## src/rtl/match_timer_pkg.sv

```systemverilog
package match_timer_pkg;
  localparam int TMR_CH = 4;
  localparam int BUS_W  = 32;

  localparam int SLOT_IRQ  = 0;
  localparam int SLOT_CTRL = 1;
  localparam int SLOT_DIR  = 2;
  localparam int SLOT_CNT0 = 3;
  localparam int SLOT_PRE  = 7;
  localparam int SLOT_PCNT = 8;
  localparam int SLOT_MCR  = 9;
  localparam int SLOT_MR0  = 10;
  localparam int SLOT_MODE = 24;

  typedef enum logic [1:0] {WR_PLAIN, WR_SET, WR_CLR, WR_TGL} wrOp_t;

  // strobes from the register file to the counters
  typedef struct packed {
    logic [TMR_CH-1:0] run;
    logic [TMR_CH-1:0] clr;
    logic [TMR_CH-1:0] down;
    logic [TMR_CH-1:0] resOnHit;
    logic [TMR_CH-1:0] stopOnHit;
  } chanCtl_t;

  function automatic logic [BUS_W-1:0] wrUpdate(input logic sel, input wrOp_t op,
                                                input logic [BUS_W-1:0] oldV,
                                                input logic [BUS_W-1:0] wd);
    logic [BUS_W-1:0] r;
    r = oldV;
    if (sel) begin
      unique case (op)
        WR_PLAIN: r = wd;
        WR_SET:   r = oldV | wd;
        WR_CLR:   r = oldV & ~wd;
        WR_TGL:   r = oldV ^ wd;
      endcase
    end
    return r;
  endfunction
endpackage

```

## src/rtl/match_timer_ctrl.sv

```systemverilog
module match_timer_ctrl
  import match_timer_pkg::*;
#(
  parameter int CNT_W  = 32,
  parameter int ADDR_W = 12
) (
  input  logic                           clk,
  input  logic                           rstN,
  input  logic                           busWe,
  input  logic [ADDR_W-1:0]              busAddr,
  input  logic [BUS_W-1:0]               busWdata,
  output logic [BUS_W-1:0]               busRdata,
  input  logic [TMR_CH-1:0]              hit,
  input  logic [TMR_CH-1:0][CNT_W-1:0]   cnt,
  input  logic [CNT_W-1:0]               preCnt,
  output chanCtl_t                       chanCtl,
  output logic [CNT_W-1:0]               preVal,
  output logic [TMR_CH-1:0][CNT_W-1:0]   matchVal,
  output logic [TMR_CH-1:0]              flags,
  output logic                           irq
);
  localparam int SLOT_W = ADDR_W - 4;

  logic [SLOT_W-1:0] slot;
  wrOp_t             op;
  assign slot = busAddr[ADDR_W-1:4];
  assign op   = wrOp_t'(busAddr[3:2]);

  logic [TMR_CH-1:0]   flagReg;
  logic [2*TMR_CH-1:0] ctrlReg;
  logic [4*TMR_CH-1:0] dirReg;
  logic [CNT_W-1:0]    preReg;
  logic [3*TMR_CH-1:0] mcrReg;
  logic [2*TMR_CH-1:0] modeReg;
  logic [TMR_CH-1:0]   intEn;
  logic [TMR_CH-1:0]   stopHit;

  logic selIrq, selCtrl, selDir, selPre, selMcr, selMode;
  assign selIrq  = busWe && (slot == SLOT_W'(SLOT_IRQ));
  assign selCtrl = busWe && (slot == SLOT_W'(SLOT_CTRL));
  assign selDir  = busWe && (slot == SLOT_W'(SLOT_DIR));
  assign selPre  = busWe && (slot == SLOT_W'(SLOT_PRE));
  assign selMcr  = busWe && (slot == SLOT_W'(SLOT_MCR));
  assign selMode = busWe && (slot == SLOT_W'(SLOT_MODE));

  logic [BUS_W-1:0] flagUpd, ctrlUpd, dirUpd, preUpd, mcrUpd, modeUpd;
  assign flagUpd = (selIrq && op == WR_PLAIN) ? (BUS_W'(flagReg) & ~busWdata)
                                              : wrUpdate(selIrq, op, BUS_W'(flagReg), busWdata);
  assign ctrlUpd = wrUpdate(selCtrl, op, BUS_W'(ctrlReg), busWdata);
  assign dirUpd  = wrUpdate(selDir,  op, BUS_W'(dirReg),  busWdata);
  assign preUpd  = wrUpdate(selPre,  op, BUS_W'(preReg),  busWdata);
  assign mcrUpd  = wrUpdate(selMcr,  op, BUS_W'(mcrReg),  busWdata);
  assign modeUpd = wrUpdate(selMode, op, BUS_W'(modeReg), busWdata);

  assign stopHit = hit & chanCtl.stopOnHit;

  always_ff @(posedge clk) begin
    if (!rstN) begin
      flagReg <= '0;
      ctrlReg <= '0;
      dirReg  <= '0;
      preReg  <= '0;
      mcrReg  <= '0;
      modeReg <= '0;
    end else begin
      flagReg <= flagUpd[TMR_CH-1:0] | hit;
      ctrlReg <= ctrlUpd[2*TMR_CH-1:0] & ~{{TMR_CH{1'b0}}, stopHit};
      dirReg  <= dirUpd[4*TMR_CH-1:0];
      preReg  <= preUpd[CNT_W-1:0];
      mcrReg  <= mcrUpd[3*TMR_CH-1:0];
      modeReg <= modeUpd[2*TMR_CH-1:0];
    end
  end

  for (genvar n = 0; n < TMR_CH; n++) begin : gChan
    logic             selMr;
    logic [BUS_W-1:0] mrUpd;
    logic [CNT_W-1:0] mrReg;
    assign selMr = busWe && (slot == SLOT_W'(SLOT_MR0 + n));
    assign mrUpd = wrUpdate(selMr, op, BUS_W'(mrReg), busWdata);
    always_ff @(posedge clk) begin
      if (!rstN) mrReg <= '0;
      else       mrReg <= mrUpd[CNT_W-1:0];
    end
    assign matchVal[n]           = mrReg;
    assign chanCtl.down[n]       = (dirReg[4*n +: 4] == 4'd1);
    assign intEn[n]              = mcrReg[3*n];
    assign chanCtl.resOnHit[n]   = mcrReg[3*n+1];
    assign chanCtl.stopOnHit[n]  = mcrReg[3*n+2];
  end

  assign chanCtl.run = ctrlReg[TMR_CH-1:0];
  assign chanCtl.clr = ctrlReg[2*TMR_CH-1:TMR_CH];
  assign preVal      = preReg;
  assign flags       = flagReg;
  assign irq         = |(flagReg & intEn);

  always_comb begin
    busRdata = '0;
    case (slot)
      SLOT_W'(SLOT_IRQ):  busRdata = BUS_W'(flagReg);
      SLOT_W'(SLOT_CTRL): busRdata = BUS_W'(ctrlReg);
      SLOT_W'(SLOT_DIR):  busRdata = BUS_W'(dirReg);
      SLOT_W'(SLOT_PRE):  busRdata = BUS_W'(preReg);
      SLOT_W'(SLOT_PCNT): busRdata = BUS_W'(preCnt);
      SLOT_W'(SLOT_MCR):  busRdata = BUS_W'(mcrReg);
      SLOT_W'(SLOT_MODE): busRdata = BUS_W'(modeReg);
      default:            busRdata = '0;
    endcase
    for (int n = 0; n < TMR_CH; n++) begin
      if (slot == SLOT_W'(SLOT_CNT0 + n)) busRdata = BUS_W'(cnt[n]);
      if (slot == SLOT_W'(SLOT_MR0 + n))  busRdata = BUS_W'(matchVal[n]);
    end
  end
endmodule

```

## src/rtl/match_timer_dpath.sv

```systemverilog
module match_timer_dpath
  import match_timer_pkg::*;
#(
  parameter int CNT_W = 32
) (
  input  logic                           clk,
  input  logic                           rstN,
  input  chanCtl_t                       chanCtl,
  input  logic [CNT_W-1:0]               preVal,
  input  logic [TMR_CH-1:0][CNT_W-1:0]   matchVal,
  output logic [TMR_CH-1:0][CNT_W-1:0]   cnt,
  output logic [CNT_W-1:0]               preCnt,
  output logic [TMR_CH-1:0]              hit
);
  logic anyRun, anyClr, preWrap, tick;
  assign anyRun  = |chanCtl.run;
  assign anyClr  = |chanCtl.clr;
  assign preWrap = (preCnt == preVal);
  assign tick    = anyRun && !anyClr && preWrap;

  always_ff @(posedge clk) begin
    if (!rstN || !anyRun || anyClr) preCnt <= '0;
    else if (preWrap)               preCnt <= '0;
    else                            preCnt <= preCnt + 1'b1;
  end

  for (genvar n = 0; n < TMR_CH; n++) begin : gCnt
    logic [CNT_W-1:0] cntQ;
    assign hit[n] = chanCtl.run[n] && !chanCtl.clr[n] && (cntQ == matchVal[n]);
    always_ff @(posedge clk) begin
      if (!rstN || chanCtl.clr[n])             cntQ <= '0;
      else if (hit[n] && chanCtl.resOnHit[n])  cntQ <= '0;
      else if (hit[n] && chanCtl.stopOnHit[n]) cntQ <= cntQ;
      else if (tick && chanCtl.run[n])
        cntQ <= chanCtl.down[n] ? cntQ - 1'b1 : cntQ + 1'b1;
    end
    assign cnt[n] = cntQ;
  end
endmodule

```

## src/rtl/match_timer.sv

```systemverilog
module match_timer
  import match_timer_pkg::*;
#(
  parameter int CNT_W  = 32,
  parameter int ADDR_W = 12
) (
  input  logic              clk,
  input  logic              rstN,
  input  logic              busWe,
  input  logic [ADDR_W-1:0] busAddr,
  input  logic [31:0]       busWdata,
  output logic [31:0]       busRdata,
  output logic              irq
);
  chanCtl_t                     chanCtl;
  logic [CNT_W-1:0]             preVal, preCnt;
  logic [TMR_CH-1:0][CNT_W-1:0] matchVal, cnt;
  logic [TMR_CH-1:0]            hit, flags;

  match_timer_ctrl #(.CNT_W(CNT_W), .ADDR_W(ADDR_W)) u_ctrl (
    .clk(clk), .rstN(rstN), .busWe(busWe), .busAddr(busAddr),
    .busWdata(busWdata), .busRdata(busRdata), .hit(hit), .cnt(cnt),
    .preCnt(preCnt), .chanCtl(chanCtl), .preVal(preVal),
    .matchVal(matchVal), .flags(flags), .irq(irq)
  );

  match_timer_dpath #(.CNT_W(CNT_W)) u_dpath (
    .clk(clk), .rstN(rstN), .chanCtl(chanCtl), .preVal(preVal),
    .matchVal(matchVal), .cnt(cnt), .preCnt(preCnt), .hit(hit)
  );
endmodule

```

## config.mk

```make
export PLATFORM = sky130hd
export DESIGN_NAME = match_timer
export DESIGN_NICKNAME = d
export VERILOG_FILES = /design/src/rtl/match_timer_pkg.sv /design/src/rtl/match_timer_ctrl.sv /design/src/rtl/match_timer_dpath.sv /design/src/rtl/match_timer.sv
export SDC_FILE = /design/constraint.sdc
export NUM_CORES = 1
export LEC_CHECK = 0
export ABC_CLOCK_PERIOD_IN_PS = 20100
export BUFFER_PORTS_ARGS = -buffer_cell sky130_fd_sc_hd__buf_2
export CAP_MARGIN = 15
export CORE_ASPECT_RATIO = 0.9
export CORE_MARGIN = 4
export CORE_UTILIZATION = 40
export DETAILED_ROUTE_END_ITERATION = 12
export PLACE_DENSITY_LB_ADDON = 0.12
export SLEW_MARGIN = 20
export SYNTH_ARGS = -nofsm -noshare
export SYNTH_HDL_FRONTEND = slang
export SYNTH_HIERARCHICAL = 1
export SYNTH_SLANG_ARGS = --single-unit
export TNS_END_PERCENT = 100
```

## constraint.sdc

```tcl
create_clock -name clk -period 20.1 [get_ports clk]
set_input_delay 6.03 -clock clk [delete_from_list [all_inputs] [get_ports clk]]
set_output_delay 6.03 -clock clk [all_outputs]
set_load 0.05 [all_outputs]
```

Word level (Yosys, flattened, before mapping)
Index checks and enable logic that the tools add are counted.
- flip-flop bits (word level): 368
- bits of input ports: 47
- output and inout bits: 33
- logic and storage cells: 176
- $add $sub $neg: 9
- eq/ne operators: 26
- multiplexer cells: 26
- bitwise gates (word level): 40
- reductions and logical operators: 60
- operators with widths (kind ; number):
    $pmux W32 S4 ; 5
    $mux W32 ; 12
    $pmux W32 S7 ; 1
    $add A32 B1 Y32 const B ; 5
    $and A32 B32 Y32 ; 5
    $eq A32 B32 Y1 ; 5
    $or A32 B32 Y32 ; 5
    $xor A32 B32 Y32 ; 5
    $sub A32 B1 Y32 const B ; 4
    $pmux W16 S4 ; 1
    $pmux W8 S4 ; 2
    $eq A8 B4 Y1 const B ; 6
    $pmux W12 S4 ; 1
    $logic_and A1 B1 Y1 ; 33
    $eq A8 B3 Y1 const B ; 4
    $not A32 Y32 ; 1
    $and A8 B8 Y8 ; 3
    $and A16 B16 Y16 ; 1
    $eq A4 B1 Y1 const B ; 4
    $eq A8 B2 Y1 const B ; 2
    $or A16 B16 Y16 ; 1
    $or A8 B8 Y8 ; 2
    $pmux W4 S4 ; 1
    $xor A16 B16 Y16 ; 1
    other kinds (22) ; 51

Longest topological paths before layout
- depth in word-level cells: 10
- gate-level depth with buffers: 15
- gate-level depth less buffers: 14

Hierarchy
The synthesis kept the hierarchy.
- by module, submodules not included (module ; instances ; cells each ; area an instance (µm²) ; sequential area each (µm²)):
    match_timer_ctrl ; 1 ; 2709 ; 22744.3 ; 4164.0
    match_timer_dpath ; 1 ; 1736 ; 13626.8 ; 3203.1

Least setup slack after synthesis
No wires, ideal clock.
- path kind: in2out
- start point: input busAddr[8]
- end point: output busRdata[6]
- arrival time: 8517 ps
- required time: 14070 ps
- setup slack: 5553 ps
- stages: 7
- cell sequence: buf_2 > or4_4 > or3_1 > buf_2 > nand2_1 > a2111oi_0 > o21ai_0
- cells in the longest elaborated chain, start to end: 10
- RTL lines (item ; line ; source):
    from (decl) ; match_timer.sv:10 ; input logic [ADDR_W-1:0] busAddr,
    $eq A8 B5 Y1 (tied with other cells) ; match_timer_ctrl.sv:100 ; case (slot)
    $pmux W32 S7 ; match_timer_ctrl.sv:100 ;
    $mux W32 ; match_timer_ctrl.sv:111 ; if (slot == SLOT_W'(SLOT_CNT0 + n)) busRdata = BUS_W'(cnt[n]);
    $mux W32 ; match_timer_ctrl.sv:112 ; if (slot == SLOT_W'(SLOT_MR0 + n)) busRdata = BUS_W'(matchVal[n]);
    $mux W32 ; match_timer_ctrl.sv:111 ;
    $mux W32 ; match_timer_ctrl.sv:112 ;
    $mux W32 ; match_timer_ctrl.sv:111 ;
    $mux W32 ; match_timer_ctrl.sv:112 ;
    $mux W32 ; match_timer_ctrl.sv:111 ;
    $mux W32 * ; match_timer_ctrl.sv:112 ;
    to (decl) ; match_timer.sv:12 ; output logic [31:0] busRdata,
Mark *: on every way between the ends. The rest lies on a longest branch, timed or not.

Final worst setup path
- start point: input busAddr[7]
- end point: output busRdata[7]
The elaborated chain is that of the path after synthesis.

==> impl_results.md <==
- Initial Util: 40.5%
- Max incr delay on CP: 830 ps
- Fmax: 0.0633 GHz
- Final ANT Viol Nets: 0
- RSZ-0062 raised after global routing: no
- Pwr Density: 47.4 mW/mm^2
- Number of synthesized flops with an enable pin: 0
- Outcome: finished clean
- Hold EP: u_dpath/preCnt[0]
- WL per Instance: 23.8 um
- Initial antenna violation count: 8
- DR pass1 iterations: 7
- Sequential area share after synthesis: 20.3%
- Leak: 0.0165 uW
- Final #Nets: 4922
- Io pins: 80
- Multi-input gate area: 0.0269 sq mm
- Final Setup Violations: 0
- Post-CTS Setup Bufs: 0
- Fin crit period: 15810 ps
- Post_cts resized: 0
- Buf/Inv on CP: 3
- # Max-Cap Violations: 0
- Worst setup EP type: output pin
- GP Congestion: 0.938
- Setup TNS: 0 ps
- Port-buffer cells: 77
- Final Hold Fails: 0
- Async SR Flop Fraction: 0%
- CP Max Fanout: 36
- Max-slew violation count: 0
- Height of the chip: 294 um
- CP top delay family: simple AND/OR/NAND/NOR gates
- Post-synthesis average cell area: 8.18 sq um
- Fillers: 9139
- H-tree depth: 2
- Slew @ Worst Pin: 1180 ps
- Critical path's most frequent cell: buf_2
- Clk sinks: 368
- Top_reg_cell synth: dfxtp_1
- Synth Instances: 4445
- Synth Register Bits: 368
- Most frequent cells in the layout: ha_1 (537), nor2_1 (476), a21oi_1 (462)
- Mapped Area: 0.0364 sq mm
- Final worst path period share: 78.6%
- DRT Wirelength: 132 mm
- Kind of critical path: input pin to output pin
- Hold path cells: 1
- Crit-path cells: buf_2 > buf_4 > and4b_1 > nand2_1 > nand3_1 > a21oi_1 > o22ai_1 > buf_2
- Worst Setup Start Kind: input pin
- Crit path max-delay cell type: and4b_1
- Vias post-DR: 32800
- Clk slew on worst S/H paths: 60 ps
- Class of the tightest hold or removal check: flop to flop
- Core Box Area: 0.0898 sq mm
- Vias in the first global route: 29900
- Cts hold-fix bufs: 0
- CP required: 14070 ps
- Worst slew margin: 20.6%
- DRC: 0
- Most common cell after layout, fill and taps aside: ha_1
- GRT Util Overall: 26.4%
- CTS Buf Count: 49
- Reg2Reg Depth: 15
- Via/cell ratio: 5.92
- Die W: 326 um
- Root cell of the clock tree: clkbuf_16
- FF-to-FF setup slack: 15700 ps
- Final HPWL DP: 95.6 mm
- Hold Crit Start: u_dpath/preCnt[0]
- Reg-to-Reg Start: u_ctrl/dirReg[4]
- Fin Clk Skew: 16.4 ps
- Cell variety after synth: 89
- CTS tree: built
- Number of warnings issued by yosys: 6
- First-pass GRT wire length: 196 mm
- Total Power: 1860 uW
- Layout cell share with drive strength beyond 1: 12.8%
- Clk buf depth: 3
- Worst R2R End: u_dpath/gCnt[1].cntQ[31]
- Largest net degree at the start of global routing: 148
- Clk_lat worst skew: 620 ps
- DRT iter0 DRCs: 2876
- Sequential cell area: 0.00737 sq mm
- Die area: 0.0958 sq mm
- Row count: 104
- Syn nets: 5033
- Fin util: 43.6%
- Gr ovfl total: 0
- Area Growth Syn to Fin: 7.58%
- Critical Path AT: 9780 ps
- Worst vdd ir: 0.0608 mV
-- cell usage after synthesis (all sizes together), types with 19 or more instances --
| library cell | number | area (sq um) |
|---|---|---|
| o22ai | 42 | 263 |
| nand3 | 91 | 455 |
| a211oi | 368 | 3030 |
| a21o | 80 | 601 |
| xnor2 | 169 | 1480 |
| a22oi | 43 | 323 |
| nand2 | 178 | 668 |
| dfxtp | 368 | 7370 |
| ha | 537 | 6720 |
| mux2i | 67 | 671 |
| nand2b | 25 | 156 |
| nor3 | 23 | 115 |
| or3 | 19 | 119 |
| mux2 | 256 | 2880 |
| nor2 | 481 | 1820 |
| o21ai | 139 | 696 |
| and3 | 21 | 131 |
| o211ai | 29 | 218 |
| nor2b | 28 | 175 |
| clkbuf | 199 | 747 |
| o211a | 40 | 400 |
| xor2 | 119 | 1040 |
| nand4 | 46 | 288 |
| buf | 85 | 464 |
| o21a | 24 | 180 |
| inv | 275 | 1030 |
| nor4 | 31 | 239 |
| a21oi | 463 | 2320 |
-- cell families (layout without fill, tap and decap cells) --
| kind of cell | after synthesis | count (layout) | share of synthesized area, % |
|---|---|---|---|
| multiplexers | 324 | 324 | 9.83 |
| buffers and inverters | 559 | 487 | 6.17 |
| AND/OR/NAND/NOR | 1003 | 1003 | 12.7 |
| flip-flops | 368 | 368 | 20.3 |
| adder cells (fa/ha/maj) | 541 | 541 | 18.7 |
| other | 0 | 2 | 0 |
| AO/OA/AOI/OAI | 1362 | 1362 | 25.4 |
| XOR/XNOR | 288 | 288 | 6.94 |
-- worst reg2reg max path, delay by kind of cell (launching register included) --
kind	cells	cell delay, ps
buf+inv	2	550
flops	1	350
fa+ha+maj	1	360
simple gates	3	780
xor+xnor	1	130
compound gates	8	2170
-- sequential cells by signal (all words and copies together), names as in the netlist --
register	cells
u_ctrl/ctrlReg	8
u_ctrl/dirReg	16
u_ctrl/flags	4
u_ctrl/gChan.mrReg	128
u_ctrl/mcrReg	12
u_ctrl/modeReg	8
u_ctrl/preVal	32
u_dpath/gCnt.cntQ	128
u_dpath/preCnt	32
-- where the power goes --
part | switching [uW] | total (uW) | internal (uW) | leakage (uW)
logic | 148 | 221 | 73.1 | 0.0127
clock network | 371 | 902 | 531 | 0.000803
registers | 1.80 | 732 | 730 | 0.00296
total | 521 | 1860 | 1330 | 0.0165
-- stage by stage --
step / cell area (sq um) / worst slack, ps / std cells / hold slack, ps
floorplan: 36400 / 5550 / 4445 / 459
global placement: 37500 / 4520 / 5448 / 491
detailed placement: 37500 / 4530 / 5449 / 521
CTS: 39100 / 4530 / 5539 / 534
global route: 39100 / 4340 / 5540 / 540
finish: 39100 / 4290 / 5541 / 537
-- worst max-delay path by stage --
stage	depth (start not counted)	start	slack, ps	end
2_1_floorplan	7	busAddr[8]	5550	busRdata[6]
3_3_place_gp	8	busAddr[7]	4520	busRdata[7]
3_5_place_dp	8	busAddr[7]	4530	busRdata[7]
4_1_cts	8	busAddr[7]	4530	busRdata[7]
5_1_grt	8	busAddr[7]	4340	busRdata[7]
6_report	8	busAddr[7]	4290	busRdata[7]
-- per-layer routing --
layer  global-route usage, %  wire length (um)
met2                    40.8             55900
met4                    7.68              3920
met5                       0                21
met3                    4.86             10000
met1                    37.4             61700
-- area by class of cell --
class                           instances  area share [%]
Tap cell                             1166            3.73
Inverter                              275            2.65
Sequential cell                       368            18.8
Timing Repair Buffer                  122            1.96
Clock buffer                           80            3.92
Antenna cell                            2          0.0128
Multi-Input combinational cell       3518            68.7
Clock inverter                         10           0.201
No activity file was read; power rests on OpenSTA's default activity.
